### src/rtl/wsc_pkg.sv
package wsc_pkg;

    typedef enum logic [1:0] {
        OP_READ  = 2'd0,
        OP_WRITE = 2'd1,
        OP_PRE   = 2'd2,
        OP_ACT   = 2'd3
    } op_t;

    typedef enum logic {
        GP_OPEN,
        GP_HOLD
    } gap_st_t;

    typedef enum logic [1:0] {
        BK_IDLE,
        BK_WR_RECOV,
        BK_AP_RECOV
    } bank_st_t;

    typedef enum logic {
        FL_CLEAR,
        FL_SET
    } flag_st_t;

endpackage

### src/rtl/wsc_bank_fsm.sv
// Per-bank write recovery tracker with auto-precharge lock.
module wsc_bank_fsm
    import wsc_pkg::*;
#(
    parameter int CNT_W = 6
) (
    input  logic             clk,
    input  logic             rst_n,
    input  logic             wr_hit,
    input  logic             ap,
    input  logic [CNT_W-1:0] rec_load,
    output logic             idle_o,
    output logic             ap_busy_o
);

    bank_st_t         st, nxt_st;
    logic [CNT_W-1:0] cnt, nxt_cnt, rem;

    always_comb begin
        rem     = (cnt == '0) ? '0 : cnt - CNT_W'(1);
        nxt_cnt = (wr_hit && (rec_load > rem)) ? rec_load : rem;
        nxt_st  = st;
        unique case (st)
            BK_IDLE: begin
                if (wr_hit && rec_load != '0)
                    nxt_st = ap ? BK_AP_RECOV : BK_WR_RECOV;
            end
            BK_WR_RECOV: begin
                if (nxt_cnt == '0)       nxt_st = BK_IDLE;       // RECOVER
                else if (wr_hit && ap)   nxt_st = BK_AP_RECOV;
                else                     nxt_st = BK_WR_RECOV;
            end
            BK_AP_RECOV: begin
                nxt_st = (nxt_cnt == '0) ? BK_IDLE : BK_AP_RECOV;  // RECOVER
            end
            default: nxt_st = BK_IDLE;
        endcase
    end

    always_ff @(posedge clk) begin
        if (!rst_n) begin
            st  <= BK_IDLE;
            cnt <= '0;
        end else begin
            st  <= nxt_st;
            cnt <= nxt_cnt;
        end
    end

    always_comb begin
        idle_o    = 1'b0;
        ap_busy_o = 1'b0;
        unique case (st)
            BK_IDLE:     idle_o    = 1'b1;
            BK_WR_RECOV: idle_o    = 1'b0;
            BK_AP_RECOV: ap_busy_o = 1'b1;
            default:     idle_o    = 1'b1;
        endcase
    end

    AST_BANK_WR_BUSY: assert property (@(posedge clk) disable iff (!rst_n)
        (wr_hit && rec_load > CNT_W'(1)) |=> !idle_o);

    AST_BANK_AP_BUSY: assert property (@(posedge clk) disable iff (!rst_n)
        (wr_hit && ap && rec_load > CNT_W'(1)) |=> ap_busy_o);

endmodule

### config.mk
export PLATFORM = sky130hd
export DESIGN_NAME = wsc_bank_fsm
export DESIGN_NICKNAME = d
export VERILOG_FILES = /design/src/rtl/wsc_pkg.sv /design/src/rtl/wsc_bank_fsm.sv
export SDC_FILE = /design/constraint.sdc
export NUM_CORES = 1
export LEC_CHECK = 0
export ABC_AREA = 1
export BUFFER_PORTS_ARGS = -buffer_cell sky130_fd_sc_hd__buf_4
export CAP_MARGIN = 40
export CORE_ASPECT_RATIO = 1.2
export CORE_MARGIN = 2
export CORE_UTILIZATION = 37
export DETAILED_ROUTE_END_ITERATION = 7
export PLACE_DENSITY_LB_ADDON = 0.12
export SYNTH_ARGS = -nofsm -noshare
export SYNTH_HDL_FRONTEND = slang
export SYNTH_SLANG_ARGS = --single-unit
export TNS_END_PERCENT = 10
### constraint.sdc
create_clock -name clk -period 5.3 [get_ports clk]
set_clock_uncertainty 0.15 [all_clocks]
set_input_delay 0.265 -clock clk [delete_from_list [all_inputs] [get_ports clk]]
set_output_delay 0.265 -clock clk [all_outputs]
set_load 0.1 [all_outputs]
Word-level counts from Yosys, hierarchy flattened

Index checks and enable logic that the tools add are counted.

Bitwise operators: 0
$mul: 0
Div/mod/pow operators: 0
Mux-type cells: 10
Shifts and indexed selects: 0
$lt $le $gt $ge: 1
Eq/ne operators: 3
Add/sub/neg operators: 1
Reduce and logical (&&, ||, !) cells: 8

Operators with widths:

| operator            | number |
|---|---|
| $logic_not 6->1     | 2 |
| $mux 6              | 2 |
| $mux 2              | 5 |
| $gt 6x6->1          | 1 |
| $pmux 2 s3          | 1 |
| $reduce_bool 6->1   | 1 |
| $sub 6x1->6 const B | 1 |
| $logic_and 1x1->1   | 3 |
| $eq 2x1->1 const B  | 1 |
| $eq 2x2->1 const B  | 1 |
| $logic_not 2->1     | 1 |
| $mux 1              | 2 |
| $ne 2x2->1 const B  | 1 |
| $reduce_or 2->1     | 1 |

Memories: 0
Latch bits: 0
Word-level logic and storage cells: 25
Memory bits (read-only): 0
Input bits: 10
Output and inout port bits: 2
RAM bits: 0
Bits in registers: 8

Logic depth before layout (Yosys ltp)

Depth in word-level cells: 8
Mapped depth: 22
Gate-level depth less buffers: 22

Worst setup path after synthesis

No wires, ideal clock.

Path kind: register -> register
From: register cnt[0]
To: register st[0]
Period minus slack after synthesis: 2.476 ns
Required time: 5.027 ns
Setup time: 0.123 ns
Setup slack: 2.824 ns
Path buffers: 0
Cell stages (with the launch flop): 22
Arrival time: 2.203 ns
Cells stage by stage: dfxtp_1 -> inv_1 -> ha_1 -> nand2_1 -> inv_2 -> nand3_2 -> nand2_1 -> nor2_1 -> inv_1 -> ha_1 -> nand2_1 -> nor2_4 -> a21boi_4 -> nand2_4 -> nand2_1 -> nand2_1 -> nor2_2 -> nand3_2 -> nand2_1 -> nand2_1 -> nand2_1 -> a21oi_1

Longest elaborated chain between the ends: 8
Elaborated cells between the ends (all ways): 9
Classes of those cells: add/sub (1); order compare (1); mux (4); reduce/logical (3)

Ends and longest elaborated chain:

| item                                           | line               | text |
|---|---|---|
| start, declared                                | wsc_bank_fsm.sv:17 | `logic [CNT_W-1:0] cnt, nxt_cnt, rem;` |
| start signal, assigned                         | wsc_bank_fsm.sv:46 | `cnt <= nxt_cnt;` |
| $sub 6x1->6 or $logic_not 6->1 (tied branches) | wsc_bank_fsm.sv:20 | `rem = (cnt == '0) ? '0 : cnt - CNT_W'(1);` |
| $mux 6 *                                       | wsc_bank_fsm.sv:20 |  |
| $gt 6x6->1                                     | wsc_bank_fsm.sv:21 | `nxt_cnt = (wr_hit && (rec_load > rem)) ? rec_load : rem;` |
| $logic_and 1x1->1                              | wsc_bank_fsm.sv:21 |  |
| $mux 6 *                                       | wsc_bank_fsm.sv:21 |  |
| $logic_not 6->1 *                              | wsc_bank_fsm.sv:29 | `if (nxt_cnt == '0) nxt_st = BK_IDLE;` |
| $mux 2 *                                       | wsc_bank_fsm.sv:29 |  |
| $pmux 2 s3 *                                   | wsc_bank_fsm.sv:23 | `unique case (st)` |
| end signal, assigned                           | wsc_bank_fsm.sv:45 | `st <= nxt_st;` |
| end, declared                                  | wsc_bank_fsm.sv:16 | `bank_st_t st, nxt_st;` |

Every way passes the cells marked *; elsewhere a longest branch is shown, timed or not.
A chain may end at the register's enable or synchronous reset.

Worst setup path in the final report

From: register cnt[0]
To: register st[1]

Longest elaborated chain between the ends: 8
Elaborated cells between the ends (all ways): 10
Classes of those cells: add/sub (1); order compare (1); mux (5); reduce/logical (3)

Ends and longest elaborated chain:

| item                                           | line |
|---|---|
| $sub 6x1->6 or $logic_not 6->1 (tied branches) | wsc_bank_fsm.sv:20 |
| $mux 6 *                                       | wsc_bank_fsm.sv:20 |
| $gt 6x6->1                                     | wsc_bank_fsm.sv:21 |
| $logic_and 1x1->1                              | wsc_bank_fsm.sv:21 |
| $mux 6 *                                       | wsc_bank_fsm.sv:21 |
| $logic_not 6->1 *                              | wsc_bank_fsm.sv:29, wsc_bank_fsm.sv:34 |
| $mux 2 (on tied branches)                      | wsc_bank_fsm.sv:34, wsc_bank_fsm.sv:29 |
| $pmux 2 s3 *                                   | wsc_bank_fsm.sv:23 |

Marked as above.

==> results.md <==
| Item | This run |
|---|---|
| Synthesized instance count | 124 |
| Total power of the final layout | 0.609 mW |
| Post-detail-place hpwl | 1.42 mm |
| Worst-case reg-to-reg path depth | 21 |
| Shortest period the worst path allows | 2.81 ns |
| 1st-iter DRT viols | 7 |
| Worst IR Drop VDD | 0.000342 V |
| Fraction of final layout cells with drive strength greater than 1 | 23.9% |
| Critical Path Start Type | flip-flop |
| Floorplan die height | 55.5 um |
| Worst setup path startpoint | cnt[0] |
| Max Transition Viols Final | 0 |
| Cell mode on critical path | sky130_fd_sc_hd__nand2_1 |
| Final weighted congestion in routability-driven placement | 0.733 |
| Ordered cell list for the critical path | inv_1, ha_1, nand2_1, inv_2, nand3_2, nand2_1, nor2_1, inv_1, ha_1, nand2_1, nor2_4, a21boi_4, nand2_4, nand2_1, nand2_1, nor2_2, nand3_2, nand2_1, nand2_1, nand2_1, a21oi_1 |
| IO Port Bufs | 11 |
| Worst-Margin Slew | 0.330 ns |
| Overall routing resource usage | 15.3% |
| Count of instances resized after the clock tree is built | 0 |
| Worst hold start | rec_load[1] |
| Row Count | 18 |
| Die span in x | 46.9 um |
| Clock buffer count from CTS | 3 |
| Drt wl/cell | 9.51 um |
| Area added between synthesis and finish | 17.4% |
| Cell type with the highest aggregate area in the netlist | sky130_fd_sc_hd__dfxtp_1 |
| Source-to-sink clock delay at the later pin of the worst-skew pair | 0.25 ns |
| Unrepaired setup endpoints after global routing | false |
| I/O Pins | 12 |
| Fin. Hold Viols | 0 |
| CTS tree | yes |
| Classification of the worst-slack hold path | input pin to flip-flop |
| Run status | finished, final reports clean |
| Leakage power | 0.513 nW |
| Final-stage net count | 161 |
| Minimum setup slack among reg-to-reg paths | 2.49 ns |
| Final setup violation count | 0 |
| Share of the synthesized area in the top cell type | 19.6% |
| CTS Hold Bufs | 0 |
| Detailed Routing Iterations Pass 1 | 4 |
| Hold Slack | 0.197 ns |
| Maximum capacitance violations | 0 |
| Share of the yosys chip area belonging to registers | 19.6% |
| Crit. End Element | flip-flop |
| Distinct cells, synth | 26 |
| Initial antenna violation count | 0 |
| Core Util, Final | 46.4% |
| Critical path arrival | 2.78 ns |
| Number of nets produced by synthesis | 145 |
| Data required, critical path | 5.28 ns |
| Slowest Stage Delay on Critical Path | 0.33 ns |
| Capture point of the worst reg-to-reg path | st[1] |
| Highest attainable clock frequency | 356 MHz |
| Die Footprint | 2610 um2 |
| Buffer levels on the longest clock path | 2 |
| Number of global-route vias before repair | 727 |
| Library cell contributing the largest single delay on the critical path | sky130_fd_sc_hd__dfxtp_1 |
| CTS root buffer | sky130_fd_sc_hd__clkbuf_4 |
| Register bit total from synthesis | 8 |
| Worst slew margin relative to its limit | 77.7% |
| Total core area | 2070 um2 |
| Total number of clock tree sinks | 8 |
| Worst Hold End | cnt[1] |
| Fillers | 253 |
| Biggest area contributors in the synthesized netlist | sky130_fd_sc_hd__dfxtp_1 20%, sky130_fd_sc_hd__nand2_1 18%, sky130_fd_sc_hd__ha_1 17% |
| Largest net degree at the start of global routing | 9 |
| Worst Setup Path Type | flip-flop to flip-flop |
| ANT cells | 0 |
| Reg-to-reg critical path startpoint | cnt[0] |
| Average instance area after synthesis | 6.60 um2 |
| Total power per unit cell area | 634 nW/um2 |
| Post-Route Setup TNS | 0 ns |
| Number of buffers inserted by post-CTS setup repair | 0 |
| Clock slew seen by the registers of the worst setup and hold paths | 0.05 ns |
| Total Routed Length | 1.60 mm |
| Post-DR vias/cell | 4.45 |
| Initial Util | 39.5% |
| H-tree depth | 1 |
| Total DRC errors in the routed layout | 0 |
| Aggregate global routing overflow | 0 |
| Post-synth design cell area | 818 um2 |
| Share of the clock period used by the worst path | 52.9% |
| Routed Antenna Nets | 0 |
| Critical path fanouts, max | 7 |
| Min-Delay Path Depth | 3 |
| Wire length of the first global-routing pass | 2.93 mm |
| Syn. warnings | 0 |
| Count of vias placed by the detailed router | 748 |
-- routing by layer --
layer	GRT usage (%)	up-vias	part of all wire, %
li1	-	416	-
met1	19.7	319	46
met2	23.1	11	51
met3	1.96	2	1.4
met4	9.52	0	1.7
met5	0	-	0
-- layout by cell type (no fill, tap or decap), types with 2 or more instances in the layout --
| cell | Yosys | final |
|---|---|---|
| sky130_fd_sc_hd__nand2_1 | 39 | 39 |
| sky130_fd_sc_hd__ha_1 | 11 | 11 |
| sky130_fd_sc_hd__inv_2 | 2 | 2 |
| sky130_fd_sc_hd__inv_1 | 21 | 21 |
| sky130_fd_sc_hd__nand2_2 | 2 | 2 |
| sky130_fd_sc_hd__dfxtp_1 | 8 | 8 |
| sky130_fd_sc_hd__nor2_1 | 4 | 4 |
| sky130_fd_sc_hd__nand3_1 | 7 | 7 |
| sky130_fd_sc_hd__buf_4 | 0 | 11 |
| sky130_fd_sc_hd__a21oi_1 | 9 | 9 |
| sky130_fd_sc_hd__nand3_2 | 2 | 2 |
| sky130_fd_sc_hd__clkbuf_4 | 0 | 3 |
| sky130_fd_sc_hd__nor2_2 | 4 | 4 |
-- power breakdown --
| part | total, mW | switching, mW | internal [mW] |
|---|---|---|---|
| clock network | 0.0449 | 0.0191 | 0.0258 |
| registers | 0.0989 | 0.0171 | 0.0819 |
| logic | 0.466 | 0.307 | 0.159 |
-- cell type report --
type                    count  area, um2  area share, %
well taps                  30       37.5           3.91
multi-input cells          92        567           59.0
repair buffers             11       82.6           8.59
clock buffers               3       22.5           2.34
inverters                  24       91.3           9.51
flip-flops and latches      8        160           16.7
-- sequential cells by signal, summed over array words and instances, names as in the netlist --
register	count
cnt	6
st	2
-- synthesized netlist by cell type --
cell and count:
sky130_fd_sc_hd__ha_1 11, sky130_fd_sc_hd__a21oi_1 9, sky130_fd_sc_hd__a31o_2 1, sky130_fd_sc_hd__nor2_4 1
sky130_fd_sc_hd__or2_1 1, sky130_fd_sc_hd__inv_1 21, sky130_fd_sc_hd__a21boi_4 1, sky130_fd_sc_hd__nor2_2 4
sky130_fd_sc_hd__nand2_1 39, sky130_fd_sc_hd__o41ai_1 1, sky130_fd_sc_hd__nand3_1 7, sky130_fd_sc_hd__or2_2 1
sky130_fd_sc_hd__o21ai_0 1, sky130_fd_sc_hd__clkinv_2 1, sky130_fd_sc_hd__nor3_2 1, sky130_fd_sc_hd__nand3_4 1
sky130_fd_sc_hd__nand2_4 1, sky130_fd_sc_hd__and2_2 1, sky130_fd_sc_hd__dfxtp_1 8, sky130_fd_sc_hd__nand3_2 2
sky130_fd_sc_hd__inv_2 2, sky130_fd_sc_hd__nor2_1 4, sky130_fd_sc_hd__o21ai_1 1, sky130_fd_sc_hd__nand2_2 2
sky130_fd_sc_hd__a21boi_0 1, sky130_fd_sc_hd__nand4_1 1
-- per-stage QoR --
stage,instance area (um2),setup slack (ns),instances
global placement,938,2.56,165
detailed placement,938,2.50,165
global route,961,2.25,168
floorplan,818,2.82,124
finish,961,2.49,168
CTS,961,2.50,168
-- worst max-delay path, delay by kind of cell, from the launching register on --
family / cells / cell delay, ns
AO/OA/AOI/OAI: 2 / 0.32
buffers and inverters: 3 / 0.19
AND/OR/NAND/NOR: 14 / 1.20
adder cells (fa/ha/maj): 2 / 0.49
flip-flops: 1 / 0.33
-- cells by family after synthesis --
family | count (synthesis) | synth area share [%]
AND/OR/NAND/NOR | 66 | 40.4
buffers and inverters | 24 | 11.2
AO/OA/AOI/OAI | 15 | 12.1
adder cells (fa/ha/maj) | 11 | 16.8
flip-flops | 8 | 19.6
-- worst max path at each step --
stage               slack, ns  cells after the start  endpoint
floorplan                2.82                     21     st[0]
global placement         2.56                     21     st[1]
detailed placement       2.50                     21     st[1]
CTS                      2.50                     21     st[1]
global route             2.25                     21     st[1]
finish                   2.49                     21     st[1]
Note: power is estimated with default switching activity, not from simulation.
